`config.mk`:
```
export PLATFORM = sky130hd
export DESIGN_NAME = dac_cmd_bank
export DESIGN_NICKNAME = d
export VERILOG_FILES = /design/src/rtl/dac_cmd_pkg.sv /design/src/rtl/dac_frame_decode.sv /design/src/rtl/dac_chan_slot.sv /design/src/rtl/dac_cmd_bank.sv
export SDC_FILE = /design/constraint.sdc
export NUM_CORES = 1
export LEC_CHECK = 0
export ABC_AREA = 1
export ABC_CLOCK_PERIOD_IN_PS = 2200
export BUFFER_PORTS_ARGS = -buffer_cell sky130_fd_sc_hd__buf_2
export CAP_MARGIN = 20
export CORE_ASPECT_RATIO = 1.1
export CORE_MARGIN = 4
export CORE_UTILIZATION = 52
export CTS_CLUSTER_SIZE = 10
export DETAILED_ROUTE_END_ITERATION = 12
export PLACE_DENSITY = 0.8
export SYNTH_ARGS = -nofsm -noshare
export SYNTH_HDL_FRONTEND = slang
export SYNTH_SLANG_ARGS = --single-unit
```
`constraint.sdc`:
```
create_clock -name clk -period 2.2 [get_ports clk]
set_clock_uncertainty 0.2 [all_clocks]
set_input_delay 0.44 -clock clk [delete_from_list [all_inputs] [get_ports clk]]
set_output_delay 0.44 -clock clk [all_outputs]
set_load 0.02 [all_outputs]
```
`src/rtl/dac_cmd_pkg.sv`:
```
package dac_cmd_pkg;

  typedef logic [3:0] cmd_t;

  localparam cmd_t CMD_NOP    = 4'h0;
  localparam cmd_t CMD_WR_IN  = 4'h1;
  localparam cmd_t CMD_UPD    = 4'h2;
  localparam cmd_t CMD_WR_UPD = 4'h3;
  localparam cmd_t CMD_PWR    = 4'h4;
  localparam cmd_t CMD_MASK   = 4'h5;
  localparam cmd_t CMD_SRST   = 4'h6;
  localparam cmd_t CMD_REF    = 4'h7;

  // one-hot action strobes produced from a command code
  typedef struct packed {
    logic wr_in;
    logic upd;
    logic wr_upd;
    logic pwr;
    logic mask;
    logic srst;
    logic refc;
  } cmd_dec_t;

  function automatic cmd_dec_t decode_cmd(input cmd_t c);
    cmd_dec_t d;
    d = '0;
    case (c)
      CMD_WR_IN:  d.wr_in  = 1'b1;
      CMD_UPD:    d.upd    = 1'b1;
      CMD_WR_UPD: d.wr_upd = 1'b1;
      CMD_PWR:    d.pwr    = 1'b1;
      CMD_MASK:   d.mask   = 1'b1;
      CMD_SRST:   d.srst   = 1'b1;
      CMD_REF:    d.refc   = 1'b1;
      default:    d        = '0;
    endcase
    return d;
  endfunction

endpackage

```
`src/rtl/dac_frame_decode.sv`:
```
module dac_frame_decode
  import dac_cmd_pkg::*;
#(
  parameter int NUM_CH = 4,
  parameter int CODE_W = 16,
  localparam int FRAME_W = 4 + NUM_CH + CODE_W
) (
  input  logic               frame_valid,
  input  logic [FRAME_W-1:0] frame_word,
  output cmd_dec_t           dec,
  output logic [NUM_CH-1:0]  sel,
  output logic [CODE_W-1:0]  data
);

  always_comb begin
    dec  = frame_valid ? decode_cmd(frame_word[FRAME_W-1 -: 4]) : '0;
    sel  = frame_word[CODE_W +: NUM_CH];
    data = frame_word[CODE_W-1:0];
  end

endmodule

```
`src/rtl/dac_chan_slot.sv`:
```
module dac_chan_slot #(
  parameter int CODE_W = 16
) (
  input  logic              clk,
  input  logic              rst_n,
  input  logic [CODE_W-1:0] rst_code,
  input  logic              srst,
  input  logic              sel,
  input  logic              wr_in,
  input  logic              upd,
  input  logic              wr_upd,
  input  logic              pwr,
  input  logic [1:0]        pd_bits,
  input  logic [CODE_W-1:0] data,
  input  logic              masked,
  input  logic              ldac_low,
  input  logic              ldac_fall,
  output logic [CODE_W-1:0] in_q,
  output logic [CODE_W-1:0] dac_q,
  output logic [1:0]        pd_q
);

  logic [CODE_W-1:0] in_next;
  logic              load;

  always_comb begin
    in_next = (sel && (wr_in || wr_upd)) ? data : in_q;
    load    = (sel && (upd || wr_upd))
           || (sel && wr_in && ldac_low && !masked)
           || (ldac_fall && !masked);
  end

  always_ff @(posedge clk) begin
    if (!rst_n || srst) begin
      in_q  <= rst_code;
      dac_q <= rst_code;
      pd_q  <= 2'b00;
    end else begin
      in_q <= in_next;
      if (load)       dac_q <= in_next;
      if (sel && pwr) pd_q  <= pd_bits;
    end
  end

endmodule

```
`src/rtl/dac_cmd_bank.sv`:
```
module dac_cmd_bank
  import dac_cmd_pkg::*;
#(
  parameter int NUM_CH = 4,
  parameter int CODE_W = 16,
  localparam int FRAME_W = 4 + NUM_CH + CODE_W
) (
  input  logic                          clk,
  input  logic                          rst_n,
  input  logic                          rst_mid,
  input  logic                          frame_valid,
  input  logic [FRAME_W-1:0]            frame_word,
  input  logic                          ldac_n,
  output logic                          frame_ack,
  output logic [NUM_CH-1:0][CODE_W-1:0] dac_code,
  output logic [NUM_CH-1:0][1:0]        pd_mode,
  output logic                          ref_en
);

  function automatic logic [CODE_W-1:0] reset_code(input logic mid);
    logic [CODE_W-1:0] r;
    r = '0;
    r[CODE_W-1] = mid;
    return r;
  endfunction

  cmd_dec_t          dec;
  logic [NUM_CH-1:0] sel;
  logic [CODE_W-1:0] data;
  logic [NUM_CH-1:0] mask_q;
  logic              ldac_q;
  logic              ldac_fall;
  logic              frame_hit;
  logic              soft_rst_evt;
  logic [CODE_W-1:0] rst_code;
  logic [NUM_CH-1:0][CODE_W-1:0] in_regs;

  dac_frame_decode #(.NUM_CH(NUM_CH), .CODE_W(CODE_W)) u_dec (
    .frame_valid (frame_valid),
    .frame_word  (frame_word),
    .dec         (dec),
    .sel         (sel),
    .data        (data)
  );

  // named events for the checker
  assign ldac_fall    = ldac_q && !ldac_n;
  assign frame_hit    = |dec;
  assign soft_rst_evt = dec.srst;
  assign rst_code     = reset_code(rst_mid);

  always_ff @(posedge clk) begin
    if (!rst_n) begin
      ldac_q    <= 1'b1;
      mask_q    <= '0;
      ref_en    <= 1'b1;
      frame_ack <= 1'b0;
    end else begin
      ldac_q    <= ldac_n;
      frame_ack <= frame_hit;
      if (soft_rst_evt) begin
        mask_q <= '0;
        ref_en <= 1'b1;
      end else begin
        if (dec.mask) mask_q <= data[NUM_CH-1:0];
        if (dec.refc) ref_en <= !data[0];
      end
    end
  end

  for (genvar i = 0; i < NUM_CH; i++) begin : g_ch
    dac_chan_slot #(.CODE_W(CODE_W)) u_slot (
      .clk       (clk),
      .rst_n     (rst_n),
      .rst_code  (rst_code),
      .srst      (soft_rst_evt),
      .sel       (sel[i]),
      .wr_in     (dec.wr_in),
      .upd       (dec.upd),
      .wr_upd    (dec.wr_upd),
      .pwr       (dec.pwr),
      .pd_bits   (data[2*i +: 2]),
      .data      (data),
      .masked    (mask_q[i]),
      .ldac_low  (!ldac_n),
      .ldac_fall (ldac_fall),
      .in_q      (in_regs[i]),
      .dac_q     (dac_code[i]),
      .pd_q      (pd_mode[i])
    );
  end

endmodule

```
==> summary.txt <==
Logic synthesis
  • Ys Warns: 0
  • Register bit total from synthesis: 143
  • Synth Area in Adders: 0
  • Synthesized cell area: ~6400 um2
  • Average cell area after synthesis: 7.123 um2
  • Synth unique cells: 29
  • Synthesized Nets: 921
  • Largest family of logic cells by synthesized area: simple AND/OR/NAND/NOR gates
  • Post-synthesis simple-gate area fraction: 0.3771
  • Post-Synth XOR/XNOR Area: 0
  • Mux cell area share after synthesis: 0
  • Cells after synthesis: 892
  • Seq/Total Area, Yosys: 0.4569
  • Synth Area in Compound Gates: 0.01556

Timing
  • Tcrit/Tclk final: 0.7716
  • Least-Margin Pin Slew: 0.4207 ns
  • Final hold violations: 0
  • Final Critical Period: 1.697 ns
  • Rel. slew slack: 0.7187
  • Slew Limit Fails: 0
  • Setup ws final: between 0.5 and 0.6 ns
  • Fmax: approximately 0.59 GHz
  • Setup TNS: 0 ns
  • Setup violators final: 0
  • RSZ-0062 raised after global routing: no
  • Min Hold Slack: 0.05313 ns

Setup path
  • CP required: 2.37 ns
  • Arr. time, crit path: 1.87 ns
  • Crit Path Class: primary input to flip-flop
  • CP max stage delay: 0.28 ns
  • Critical-path top delay cell: nor2_1
  • CP Cell Sequence: buf_2, nor2_1, nand4_1, buf_4, inv_1, or2_2, nand2_1, nand2_2, nand2_1, inv_1
  • Startpoint Class: primary input
  • CP endpoint kind: flip-flop
  • Max FO, Critical Path: 20

Floorplanning
  • Die Width: ~110 um
  • I/O pins: 103
  • Die ar.: 14050 um2
  • Core box area: 11980 um2
  • Initial Util: 0.5303
  • Std-Cell Rows: 42
  • Die height: ~120 um

GRT
  • Grt met1 use: 0.3039
  • Total track usage: 0.2258
  • Antenna violations before repair: 0
  • Most Crowded Layer GR: met2
  • Grt met3 use: 0.05442
  • First-pass GRT wire length: 24440 um
  • Largest net degree at the start of global routing: 43
  • Vias in the first global route: just under 5000
  • Total gr overflow: 0
  • GRT met2 Usage: 0.3478

CTS
  • Post-CTS sizing: 0
  • Post-CTS Hold Fix Bufs: 0
  • Setup Buffers After CTS: 0
  • Skew-Pair Late Insertion Delay: 0.42 ns
  • H-tree levels: 4
  • CTS Buf Count: 17
  • Clock sink total: roughly 140
  • CTS tree: yes
  • Worst-path clk slew: 0.06 ns
  • Root Buffer: clkbuf_16
  • Clk buf depth: 2

Layout
  • Final nets: 1028
  • Post-route insts no fill: 1166
  • Layout cell share with drive strength beyond 1: 0.2075
  • Fin util: 0.6321
  • Area grow syn2layout: 19.20%
  • ANT cells: 0

Outcome
  • Status: finished, final reports clean

Detailed routing
  • Antenna viol nets, final: 0
  • Detailed Route Iter0 Violations: ~450
  • Via density: 4.698
  • Detailed Route WL: 15000 um
  • Drc violations: 0
  • Via count: 5478
  • DR WL/cell: 12.87 um
  • Drt pass-1 iters: 5

Power
  • IR drop worst, VDD: 0.0005196 V
  • Leak pwr: 4.894 nW
  • Power Dens Cells: 858.4 nW/um2

Job
  • Max_cap viols: 0

Placed design
  • Worst slack, placed: 0.07795 ns
  • Dpl cells: roughly 1100
  • GPL Wtd Cong: 0.8340
  • I/O Buffers: 102
  • Dpl hpwl: 10040 um

Worst hold path
  • Hold Crit Class: primary input to flip-flop
## placed cells by master (no fill, tap or decap), types with 5 or more instances in the layout
cell type	count
nand2_1	237
inv_1	186
dfxtp_1	139
nor2_1	134
buf_2	102
nand3b_1	60
nand2_2	32
clkbuf_16	18
buf_4	17
or2_2	15
o21ai_0	12
nand3_1	8
nor3_1	8
clkbuf_8	5
clkbuf_1	5
## per-layer routing
layer / up-vias / part of all wire
li1: 2828 / -
met5: - / 0
met4: 0 / 0.025
met3: 25 / 0.086
met2: 189 / 0.44
met1: 2436 / 0.45
## metrics by stage
stage          power, W  area (um2)
4_1_cts        0.006545        7574
3_5_place_dp   0.003636        6965
6_report       0.006501        7574
5_1_grt        0.006764        7574
3_3_place_gp   0.003623        6965
2_1_floorplan  0.003386        6354
## critical path, delay by kind of cell
| family | cells | cell delay (ns) |
|---|---|---|
| buffers and inverters | 4 | 0.63 |
| AND/OR/NAND/NOR | 6 | 0.78 |
## sequential cells by signal, summed over array words and instances (netlist names)
| name | count |
|---|---|
| frame_ack | 1 |
| g_ch.u_slot.dac_q | 64 |
| g_ch.u_slot.in_q | 64 |
| g_ch.u_slot.pd_q | 8 |
| ldac_q | 1 |
| mask_q | 4 |
| ref_en | 1 |
## final cells by class
class,count,area [um2]
Sequential cell,143,2903
Inverter,189,716.9
Timing Repair Buffer,120,658.1
Clock buffer,28,538.0
Clock inverter,4,70.07
Multi-Input combinational cell,528,2495
Fill cell,1076,4408
Tap cell,154,192.7
## worst paths after layout
kind,cells past startpoint,endpoint,slack [ns],start
setup / recovery,10,g_ch[3].u_slot.dac_q[5]$_SDFFE_PP0P_,0.50,frame_word[23]
hold / removal,2,ldac_q$_SDFF_PN1_,0.05,rst_n
setup reg to reg,7,g_ch[1].u_slot.dac_q[15]$_DFFE_PP_,0.70,ldac_q$_SDFF_PN1_
hold reg to reg,2,ref_en$_SDFFE_PP1P_,0.27,ref_en$_SDFFE_PP1P_
## synth_stat cells
| cell type | count | area (um2) |
|---|---|---|
| a21oi_1 | 4 | 20.02 |
| buf_12 | 3 | 60.06 |
| buf_2 | 7 | 35.03 |
| buf_4 | 6 | 45.04 |
| buf_6 | 1 | 11.26 |
| clkbuf_1 | 11 | 41.29 |
| clkbuf_2 | 1 | 5.000 |
| clkbuf_8 | 3 | 41.29 |
| dfxtp_1 | 139 | 2783 |
| edfxtp_1 | 4 | 120.1 |
| inv_1 | 186 | 698.2 |
| inv_2 | 2 | 7.510 |
| inv_8 | 1 | 11.26 |
| nand2_1 | 237 | 889.6 |
| nand2_2 | 32 | 200.2 |
| nand2_4 | 4 | 45.04 |
| nand3_1 | 8 | 40.04 |
| nand3_2 | 1 | 10.01 |
| nand3_4 | 4 | 70.07 |
| nand3b_1 | 60 | 450.4 |
| nand4_1 | 4 | 25.02 |
| nor2_1 | 134 | 503.0 |
| nor2_2 | 2 | 12.51 |
| nor3_1 | 8 | 40.04 |
| nor3_4 | 1 | 16.27 |
| o21ai_0 | 12 | 60.06 |
| o311ai_0 | 1 | 8.760 |
| o31a_2 | 1 | 10.01 |
| or2_2 | 15 | 93.84 |
## where the power goes
group | switching [W] | internal [W]
Sequential | 0.0000542 | 0.00274
Combinational | 0.000516 | 0.000271
Clock | 0.00103 | 0.00189
## logic make-up (layout without fill, tap and decap cells)
kind of cell | after synthesis | after routing
simple gates | 510 | 510
buf+inv | 221 | 341
flops | 143 | 143
compound gates | 18 | 18
Note: power is estimated with default switching activity, not from simulation.
